**config.mk**
```make
export PLATFORM = sky130hd
export DESIGN_NAME = tree_walk_engine
export DESIGN_NICKNAME = d
export VERILOG_FILES = /design/src/rtl/twe_pkg.sv /design/src/rtl/twe_hash_stage.sv /design/src/rtl/twe_hash_pipe.sv /design/src/rtl/twe_ctrl.sv /design/src/rtl/tree_walk_engine.sv
export SDC_FILE = /design/constraint.sdc
export NUM_CORES = 2
export LEC_CHECK = 0
export BUFFER_PORTS_ARGS = -buffer_cell sky130_fd_sc_hd__buf_4
export CAP_MARGIN = 20
export CORE_AREA = 2 2 249 251
export CTS_CLUSTER_DIAMETER = 150
export CTS_CLUSTER_SIZE = 25
export DETAILED_ROUTE_END_ITERATION = 7
export DIE_AREA = 0 0 251 253
export GPL_TIMING_DRIVEN = 0
export PLACE_DENSITY = 0.68
export SYNTH_ARGS = -nofsm -noshare
export SYNTH_HDL_FRONTEND = slang
export SYNTH_SLANG_ARGS = --single-unit
```
**constraint.sdc**
```tcl
create_clock -name clk -period 5 [get_ports clk]
set_input_delay 1 -clock clk [delete_from_list [all_inputs] [get_ports clk]]
set_output_delay 1 -clock clk [all_outputs]
set_load 0.05 [all_outputs]
```
**src/rtl/twe_pkg.sv**
```systemverilog
package twe_pkg;
  localparam int WORD_W   = 32;
  localparam int N_HSTAGE = 6;
  localparam int HDR_LAST = 6;

  typedef logic [WORD_W-1:0] word_t;

  // One mixing stage: r = (x op_a K) op_b (x shift S)
  typedef struct packed {
    logic        a_add;   // 1: x + K, 0: x ^ K
    logic [31:0] k;
    logic        b_add;   // 1: combine by add, 0: by xor
    logic        left;    // 1: shift left, 0: shift right
    logic [4:0]  sh;
  } hstage_t;

  function automatic hstage_t stage_cfg(input int i);
    hstage_t c;
    case (i)
      0:       c = '{1'b1, 32'h7ED55D16, 1'b1, 1'b1, 5'd12};
      1:       c = '{1'b0, 32'hC761C23C, 1'b0, 1'b0, 5'd19};
      2:       c = '{1'b1, 32'h165667B1, 1'b1, 1'b1, 5'd5};
      3:       c = '{1'b1, 32'hD3A2646C, 1'b0, 1'b1, 5'd9};
      4:       c = '{1'b1, 32'hFD7046C5, 1'b1, 1'b1, 5'd3};
      default: c = '{1'b0, 32'hB55A4F09, 1'b0, 1'b0, 5'd16};
    endcase
    return c;
  endfunction

  typedef enum logic [3:0] {
    ST_IDLE, ST_HREQ, ST_HCAP, ST_RIDX, ST_RVAL, ST_RNODE,
    ST_HLAUNCH, ST_HWAIT, ST_WIDX, ST_WVAL
  } state_t;
endpackage

```
**src/rtl/twe_hash_stage.sv**
```systemverilog
module twe_hash_stage #(
  parameter int IDX = 0
) (
  input  logic                clk,
  input  logic                rst,
  input  logic                in_v,
  input  twe_pkg::word_t      in_d,
  output logic                out_v,
  output twe_pkg::word_t      out_d
);
  localparam twe_pkg::hstage_t CFG = twe_pkg::stage_cfg(IDX);

  twe_pkg::word_t t_const, t_shift, t_mix;

  always_comb begin
    t_const = CFG.a_add ? (in_d + CFG.k) : (in_d ^ CFG.k);
    t_shift = CFG.left  ? (in_d << CFG.sh) : (in_d >> CFG.sh);
    t_mix   = CFG.b_add ? (t_const + t_shift) : (t_const ^ t_shift);
  end

  always_ff @(posedge clk) begin
    if (rst) begin
      out_v <= 1'b0;
      out_d <= '0;
    end else begin
      out_v <= in_v;
      out_d <= t_mix;
    end
  end
endmodule

```
**src/rtl/twe_hash_pipe.sv**
```systemverilog
module twe_hash_pipe #(
  parameter int STAGES = twe_pkg::N_HSTAGE
) (
  input  logic           clk,
  input  logic           rst,
  input  logic           in_v,
  input  twe_pkg::word_t in_d,
  output logic           out_v,
  output twe_pkg::word_t out_d
);
  logic           v [0:STAGES];
  twe_pkg::word_t d [0:STAGES];

  assign v[0] = in_v;
  assign d[0] = in_d;

  for (genvar g = 0; g < STAGES; g++) begin : g_stage
    twe_hash_stage #(.IDX(g)) u_stage (
      .clk  (clk),
      .rst  (rst),
      .in_v (v[g]),
      .in_d (d[g]),
      .out_v(v[g+1]),
      .out_d(d[g+1])
    );
  end

  assign out_v = v[STAGES];
  assign out_d = d[STAGES];
endmodule

```
**src/rtl/twe_ctrl.sv**
```systemverilog
module twe_ctrl #(
  parameter int ADDR_W = 16
) (
  input  logic              clk,
  input  logic              rst,
  input  logic              start,
  output logic              busy,
  output logic              done,
  output logic              mem_rd_en,
  output logic              mem_wr_en,
  output logic [ADDR_W-1:0] mem_addr,
  output twe_pkg::word_t    mem_wdata,
  input  twe_pkg::word_t    mem_rdata,
  output logic              hash_in_v,
  output twe_pkg::word_t    hash_in_d,
  input  logic              hash_out_v,
  input  twe_pkg::word_t    hash_out_d,
  output twe_pkg::word_t    node_cnt,
  output logic              idx_wr
);
  import twe_pkg::*;
  localparam int W = WORD_W;

  state_t            state_q;
  logic [2:0]        hcnt_q;
  word_t             rounds_q, nodes_q, round_q;
  logic [ADDR_W-1:0] batch_q, walker_q;
  logic [ADDR_W-1:0] node_base_q, idx_base_q, val_base_q;
  word_t             cur_idx_q, cur_val_q, new_val_q;

  logic [W:0]        cand;
  word_t             nxt_idx;
  logic              last_w, last_r;
  logic [ADDR_W-1:0] nxt_walker;

  always_comb begin
    cand       = {cur_idx_q, 1'b0} + ((W+1)'(hash_out_d[0] ? 2 : 1));
    nxt_idx    = (cand >= {1'b0, nodes_q}) ? '0 : cand[W-1:0];
    last_w     = (walker_q == batch_q - ADDR_W'(1));
    last_r     = (round_q == rounds_q - 1);
    nxt_walker = last_w ? '0 : walker_q + ADDR_W'(1);
  end

  assign busy      = (state_q != ST_IDLE);
  assign hash_in_v = (state_q == ST_HLAUNCH);
  assign hash_in_d = cur_val_q ^ mem_rdata;
  assign node_cnt  = nodes_q;
  assign idx_wr    = (state_q == ST_WIDX);

  always_ff @(posedge clk) begin
    if (rst) begin
      state_q     <= ST_IDLE;
      hcnt_q      <= '0;
      done        <= 1'b0;
      mem_rd_en   <= 1'b0;
      mem_wr_en   <= 1'b0;
      mem_addr    <= '0;
      mem_wdata   <= '0;
      rounds_q    <= '0;
      nodes_q     <= '0;
      round_q     <= '0;
      batch_q     <= '0;
      walker_q    <= '0;
      node_base_q <= '0;
      idx_base_q  <= '0;
      val_base_q  <= '0;
      cur_idx_q   <= '0;
      cur_val_q   <= '0;
      new_val_q   <= '0;
    end else begin
      mem_rd_en <= 1'b0;
      mem_wr_en <= 1'b0;
      done      <= 1'b0;
      case (state_q)
        ST_IDLE: begin
          if (start) begin
            mem_rd_en <= 1'b1;
            mem_addr  <= '0;
            hcnt_q    <= '0;
            state_q   <= ST_HREQ;
          end
        end
        ST_HREQ: state_q <= ST_HCAP;
        ST_HCAP: begin
          case (hcnt_q)
            3'd0:    rounds_q    <= mem_rdata;
            3'd1:    nodes_q     <= mem_rdata;
            3'd2:    batch_q     <= mem_rdata[ADDR_W-1:0];
            3'd4:    node_base_q <= mem_rdata[ADDR_W-1:0];
            3'd5:    idx_base_q  <= mem_rdata[ADDR_W-1:0];
            3'd6:    val_base_q  <= mem_rdata[ADDR_W-1:0];
            default: ;
          endcase
          if (hcnt_q == 3'(HDR_LAST)) begin
            walker_q <= '0;
            round_q  <= '0;
            if (rounds_q == '0 || batch_q == '0) begin
              done    <= 1'b1;
              state_q <= ST_IDLE;
            end else begin
              mem_rd_en <= 1'b1;
              mem_addr  <= idx_base_q;
              state_q   <= ST_RIDX;
            end
          end else begin
            hcnt_q    <= hcnt_q + 3'd1;
            mem_rd_en <= 1'b1;
            mem_addr  <= ADDR_W'(hcnt_q) + ADDR_W'(1);
            state_q   <= ST_HREQ;
          end
        end
        ST_RIDX: begin
          mem_rd_en <= 1'b1;
          mem_addr  <= val_base_q + walker_q;
          state_q   <= ST_RVAL;
        end
        ST_RVAL: begin
          cur_idx_q <= mem_rdata;
          mem_rd_en <= 1'b1;
          mem_addr  <= node_base_q + mem_rdata[ADDR_W-1:0];
          state_q   <= ST_RNODE;
        end
        ST_RNODE: begin
          cur_val_q <= mem_rdata;
          state_q   <= ST_HLAUNCH;
        end
        ST_HLAUNCH: state_q <= ST_HWAIT;
        ST_HWAIT: begin
          if (hash_out_v) begin
            new_val_q <= hash_out_d;
            mem_wr_en <= 1'b1;
            mem_addr  <= idx_base_q + walker_q;
            mem_wdata <= nxt_idx;
            state_q   <= ST_WIDX;
          end
        end
        ST_WIDX: begin
          mem_wr_en <= 1'b1;
          mem_addr  <= val_base_q + walker_q;
          mem_wdata <= new_val_q;
          state_q   <= ST_WVAL;
        end
        ST_WVAL: begin
          walker_q <= nxt_walker;
          if (last_w && last_r) begin
            done    <= 1'b1;
            state_q <= ST_IDLE;
          end else begin
            if (last_w) round_q <= round_q + 1;
            mem_rd_en <= 1'b1;
            mem_addr  <= idx_base_q + nxt_walker;
            state_q   <= ST_RIDX;
          end
        end
        default: state_q <= ST_IDLE;
      endcase
    end
  end
endmodule

```
**src/rtl/tree_walk_engine.sv**
```systemverilog
module tree_walk_engine #(
  parameter int ADDR_W = 16
) (
  input  logic              clk,
  input  logic              rst,
  input  logic              start,
  output logic              busy,
  output logic              done,
  output logic              mem_rd_en,
  output logic              mem_wr_en,
  output logic [ADDR_W-1:0] mem_addr,
  output logic [31:0]       mem_wdata,
  input  logic [31:0]       mem_rdata
);
  twe_pkg::word_t h_in_d, h_out_d, node_cnt;
  logic           h_in_v, h_out_v, idx_wr;

  twe_ctrl #(.ADDR_W(ADDR_W)) u_ctrl (
    .clk       (clk),
    .rst       (rst),
    .start     (start),
    .busy      (busy),
    .done      (done),
    .mem_rd_en (mem_rd_en),
    .mem_wr_en (mem_wr_en),
    .mem_addr  (mem_addr),
    .mem_wdata (mem_wdata),
    .mem_rdata (mem_rdata),
    .hash_in_v (h_in_v),
    .hash_in_d (h_in_d),
    .hash_out_v(h_out_v),
    .hash_out_d(h_out_d),
    .node_cnt  (node_cnt),
    .idx_wr    (idx_wr)
  );

  twe_hash_pipe #(.STAGES(twe_pkg::N_HSTAGE)) u_hash (
    .clk  (clk),
    .rst  (rst),
    .in_v (h_in_v),
    .in_d (h_in_d),
    .out_v(h_out_v),
    .out_d(h_out_d)
  );
endmodule

```
## After elaboration in Yosys (flattened, before gate mapping)

Cells that the tools add are included.

- Reduce and logical (&&, ||, !) cells: 26
- Order comparisons: 1
- Add/sub/neg operators: 18
- Bitwise gates (word level): 6
- Multiplexer cells: 37
- Equal/unequal tests: 23

Operator list:

| kind | number |
|---|---|
| 32-bit two-way mux | 5 |
| 32-bit one-hot mux with 2 select lines | 2 |
| 16-bit two-way mux | 7 |
| 32-bit adder | 3 |
| 16-bit one-hot mux with 6 select lines | 1 |
| 16-bit adder | 4 |
| 32-bit adder (second input constant) | 2 |
| 32-bit XOR | 2 |
| 4-bit one-hot mux with 10 select lines | 1 |
| 33-bit adder | 1 |
| 33-bit by 32-bit >= comparator with 1-bit output | 1 |
| 32-bit by 1-bit adder with 32-bit output (second input constant) | 1 |
| 32-bit by 29-bit adder with 32-bit output (second input constant) | 1 |
| 32-bit by 31-bit adder with 32-bit output (second input constant) | 1 |
| 32-bit == test | 1 |
| 32-bit zero test | 1 |
| 16-bit one-hot mux with 2 select lines | 1 |
| 32-bit by 1-bit subtractor with 32-bit output (second input constant) | 1 |
| 32-bit by 13-bit XOR with 32-bit output | 1 |
| 32-bit by 16-bit XOR with 32-bit output | 1 |
| 2-bit AND reduction | 10 |
| 16-bit by 1-bit adder with 16-bit output (second input constant) | 1 |
| 16-bit == test | 1 |
| 4-bit by 3-bit == test with 1-bit output (second input constant) | 4 |
| other kinds (33) | 57 |

- Logic and storage cells: 141
- Output and inout port bits: 52
- Register bits after elaboration: 528
- Input bits: 35

## Longest topological paths before layout

- Depth in word-level cells: 6
- Depth in mapped cells: 23
- Mapped depth without buffers: 22

## By module

Synthesis repeated with hierarchy kept, for this count alone.

- Cells, all modules: 4,029
- Area total of the unflattened synthesis: 31,750.5 um2

Modules (own cells, without submodules):

| module | instances | area each (um2) | cells each | seq. area each (um2) |
|---|---|---|---|---|
| twe_ctrl | 1 | 18,871.8 | 2,493 | 6,606.3 |
| twe_hash_stage (u_hash.g_stage[4].u_stage) | 1 | 3,185.6 | 397 | 660.6 |
| twe_hash_stage (u_hash.g_stage[2].u_stage) | 1 | 3,040.4 | 386 | 660.6 |
| twe_hash_stage (u_hash.g_stage[0].u_stage) | 1 | 2,807.7 | 358 | 660.6 |
| twe_hash_stage (u_hash.g_stage[3].u_stage) | 1 | 1,931.9 | 228 | 660.6 |
| twe_hash_stage (u_hash.g_stage[5].u_stage) | 1 | 967.2 | 85 | 660.6 |
| twe_hash_stage (u_hash.g_stage[1].u_stage) | 1 | 945.9 | 82 | 660.6 |

## Worst setup path after synthesis

No wires, ideal clock.

- Kind: register to register
- From: register u_ctrl.batch_q[6]
- To: register u_ctrl.mem_addr[13]
- Setup time: 133 ps
- Cell stages (with the launch flop): 21
- Buffers on the path: 2
- Required time: 4,867 ps
- Clock period less this slack: 4,659 ps
- Arrival time: 4,525 ps
- Path slack: 341 ps
- Cell sequence: dfxtp_1 -> clkbuf_1 -> or4_1 -> or3_1 -> xnor2_1 -> nor4_1 -> nand3_1 -> a211oi_1 -> nor2_1 -> clkbuf_1 -> a22oi_1 -> inv_1 -> ha_1 -> a21o_1 -> nand4_1 -> a31oi_1 -> a31oi_1 -> o31ai_1 -> xor2_1 -> a221oi_1 -> a211oi_2

- Word-level cells in the longest chain between the ends: 6
- Elaborated cells on any way between the ends: 12
- Classes of those cells: 2 x add/sub; 3 x eq/ne; 3 x mux; 4 x reduce/logical

RTL lines:

| element | line | text |
|---|---|---|
| start: declaration | twe_ctrl.sv:27 | `logic [ADDR_W-1:0] batch_q, walker_q;` |
| start signal: assignment | twe_ctrl.sv:88 | `3'd2: batch_q <= mem_rdata[ADDR_W-1:0];` |
| 16-bit by 1-bit subtractor with 16-bit output | twe_ctrl.sv:39 | `last_w = (walker_q == batch_q - ADDR_W'(1));` |
| 16-bit == test | twe_ctrl.sv:39 |  |
| 16-bit two-way mux | twe_ctrl.sv:41 | `nxt_walker = last_w ? '0 : walker_q + ADDR_W'(1);` |
| 16-bit adder | twe_ctrl.sv:151 | `mem_addr <= idx_base_q + nxt_walker;` |
| 16-bit two-way mux | twe_ctrl.sv:145 | `if (last_w && last_r) begin` |
| 16-bit one-hot mux with 6 select lines | twe_ctrl.sv:74 | `case (state_q)` |
| end signal: assignment | twe_ctrl.sv:102 | `mem_addr <= idx_base_q;` |
| end signal: assignment | twe_ctrl.sv:139 | `mem_addr <= val_base_q + walker_q;` |
| end signal: assignment | twe_ctrl.sv:151 |  |
| end: declaration | twe_ctrl.sv:11 | `output logic [ADDR_W-1:0] mem_addr,` |

Parallel ways exist; a longest one is shown, timed or not. The select of a mux whose other input is x is not followed.
A chain may end at the register's enable or synchronous reset.

## Final worst setup path

- From: register u_ctrl.batch_q[6]
- To: register u_ctrl.mem_addr[14]

Same word-level chain as after synthesis.

==> results.sh <==
export IMPL_status="complete, no violations"
export IMPL_ys_types=83
export IMPL_grt_pass1_vias=24900
export IMPL_drive_above_1_share=0.0559
export IMPL_yosysTopAreaCellShare=0.350
export IMPL_critPathKind="reg -> reg"
export IMPL_setup_viol=0
export IMPL_cts_tree="built"
export IMPL_hp_class="reg -> reg"
export IMPL_cts_root_buf="clkbuf_16"
export IMPL_grt_overflow_total=0
export IMPL_async_flop_share=0
export IMPL_core_um2=61000
export IMPL_die_y_um=253
export IMPL_synth_seq_area_share=0.350
export IMPL_grt_pass1_wl_um=140000
export IMPL_cts_sinks=528
export IMPL_ys_warn_count=0
export IMPL_worst_slew_pin_slew_ps=1180
export IMPL_synth_nets=4097
export IMPL_slew_violations=0
export IMPL_rsz0062_at_grt="yes"
export IMPL_hold_violations=0
export IMPL_port_buffers=85
export IMPL_fin_nets=4225
export IMPL_design_area_um2=32900
export IMPL_synth_edf_count=0
export IMPL_grt_max_degree=26
export IMPL_p_total_uw=13000
export IMPL_antennaDiodeCount=0
export IMPL_area_delta_synth_final_pct=9.01
export IMPL_critPathLaunchType="flip-flop"
export IMPL_maxCapViolations=0
export IMPL_dr_pass1_iters=5
export IMPL_viasPerCell=5.78
export IMPL_htree_levels=1
export IMPL_max_vdd_ir_drop_uv=229
export IMPL_dpl_instance_area_um2=31900
export IMPL_postSynthCellCount=3806
export IMPL_clk_latency_ps=610
export IMPL_powerDensity_nw_per_um2=394
export IMPL_dieArea_um2=63500
export IMPL_route_detailed_drc=0
export IMPL_synth_area_leaders="dfxtp_1 (35%), ha_1 (10%), nand2_1 (7.9%), a21oi_1 (6.2%), xnor2_1 (4.9%)"
export IMPL_cts_made_buffers=25
export IMPL_fin_skew_ps=44.2
export IMPL_rows=91
export IMPL_avgSynthCellArea_um2=7.93
export IMPL_grt_total_usage=0.278
export IMPL_drt_wl_total_um=90300
export IMPL_synthFlopType="dfxtp_1"
export IMPL_required_ps=5480
export IMPL_drt_iter0_drc=2600
export IMPL_die_w_um=251
export IMPL_dp_hpwl_um=69500
export IMPL_start_util=0.495
export IMPL_clockBufferDepth=3
export IMPL_gp_congestion=0.936
export IMPL_synth_largest_area_cell="dfxtp_1"
export IMPL_antenna_found_initial=0
export IMPL_period_share=0.984
export IMPL_io_pins=87
export IMPL_clk_pin_slew_worst_paths_ps=110
export IMPL_cp_data_arrival_time_ps=5400
export IMPL_fmax_mhz=203
export IMPL_ys_seq_elements=528
export IMPL_vias=27300
export IMPL_p_leak_uw=0.0134
export IMPL_maxSlewHeadroom=0.215
export IMPL_ff2ff_setup_slack_ps=80
export IMPL_cts_hold_buf=0
export IMPL_holdWs_ps=395
export IMPL_drt_wirelength_per_cell_um=19.1
export IMPL_fin_crit_ps=4920
export IMPL_final_antenna_net_count=0
export IMPL_endpoint_kind="flip-flop"
export IMPL_cp_max_fo=10
export IMPL_fin_util=0.539
export IMPL_synthesis_area_um2=30200
-- worst max-delay path, cell delays in order, from the launching register on --
cell and delay (ps):
dfxtp_4 390, or4_4 520, or3_4 340, xnor2_1 140
nor4_2 320, nand3_1 180, a211oi_4 270, buf_4 170
clkbuf_4 190, o21ai_0 80, nand2_1 100, nand2_1 80
ha_1 220, a21o_1 180, a21oi_2 190, a21oi_1 120
or3_1 370, a31oi_1 220, xor2_1 200, o21ai_2 100
a211oi_4 270, o41ai_2 120
-- through the flow --
step	instances	setup TNS, ps	worst slack, ps
after floorplan	3806	0	341
after global placement	4681	-8970	-1020
after detailed placement	4684	-7430	-1030
after CTS	4714	0	2.67
after global routing	4724	-226	-135
final	4724	0	80.9
-- cell usage in the layout, fill, tap and decap left out, drive strengths merged, types with 9 or more instances in the layout --
master    n
a21boi   10
nor2    275
nor2b    53
a21o     56
o211ai   23
nor4     33
and3     43
nand2b   25
mux2i    17
and2     15
o32ai    33
a221oi    9
nand3b   17
xnor2   170
a31oi    21
clkbuf  193
nand3    81
nor3     69
inv     253
nand4    40
and4     18
a21oi   377
o21a     23
o22ai    10
a211oi   24
or3      28
dfxtp   528
o21ai   123
nand2   639
a22oi    41
or2      15
o31ai    22
ha      252
or4      31
buf     124
xor2    132
nor3b     9
-- state kept, by name, indices dropped and copies added (netlist names), 32 cells and up --
register                      flops
u_ctrl.cur_idx_q                 32
u_ctrl.cur_val_q                 32
u_ctrl.mem_wdata                 32
u_ctrl.new_val_q                 32
u_ctrl.node_cnt                  32
u_ctrl.round_q                   32
u_ctrl.rounds_q                  32
u_hash.g_stage.u_stage.out_d    192
-- final timing paths --
kind	start	endpoint	cells after the start
min	u_hash.g_stage[0].u_stage.out_d[16]	u_hash.g_stage[1].u_stage.out_d[16]	1
max reg2reg	u_ctrl.batch_q[6]	u_ctrl.mem_addr[14]	21
min reg2reg	u_hash.g_stage[0].u_stage.out_d[16]	u_hash.g_stage[1].u_stage.out_d[16]	1
max	u_ctrl.batch_q[6]	u_ctrl.mem_addr[14]	21
-- Yosys cell counts (23+ instances only) --
master / instances
o21a_1: 23
a211oi_1: 23
nand2b_1: 25
nor3_1: 69
and3_1: 43
ha_1: 252
or4_1: 31
nor2_1: 273
xor2_1: 132
nor2b_1: 53
nand2_1: 639
clkbuf_1: 170
or3_1: 28
o32ai_1: 33
xnor2_1: 170
nand3_1: 81
a22oi_1: 41
inv_1: 252
a21oi_1: 374
nor4_1: 31
a21o_1: 56
nand4_1: 40
o21ai_0: 115
dfxtp_1: 528
-- cell families (layout without fill, tap and decap cells) --
group | after synthesis | count (layout) | synth area share
AOI/OAI and AO/OA | 850 | 850 | 0.175
xor gates and xnor gates | 302 | 302 | 0.0876
adders and majority gates | 256 | 256 | 0.107
buffers and inverters | 443 | 571 | 0.0567
DFF | 528 | 528 | 0.350
muxes | 21 | 21 | 0.00713
and+or+nand+nor | 1406 | 1406 | 0.216
-- cell type report --
cell class / count / area, um2
Multi-Input combinational cell: 2835 / 18100
Clock inverter: 2 / 38.8
Inverter: 252 / 946
Tap cell: 790 / 988
Clock buffer: 25 / 626
Fill cell: 5851 / 28100
Buffer: 189 / 788
Timing Repair Buffer: 103 / 815
Sequential cell: 528 / 10600
-- repair_timing --
action | CTS | global route
pin swaps | 4 | 17
setup endpoints to repair | 13 | 37
gates resized for setup | 26 | 40
buffers inserted | 5 | 8
-- per-layer routing --
layer / share of wire / GRT usage
met5: 0 / 0
met4: 0.029 / 0.0859
met3: 0.077 / 0.0272
met2: 0.44 / 0.438
met1: 0.46 / 0.400
-- where the power goes --
part           leakage (uW)  switching [uW]  internal (uW)  total (uW)
Sequential          0.00431             438           4770        5200
Clock              0.000324            1390            913        2300
Combinational       0.00881            3190           2270        5460
No activity file was read; power rests on OpenSTA's default activity.
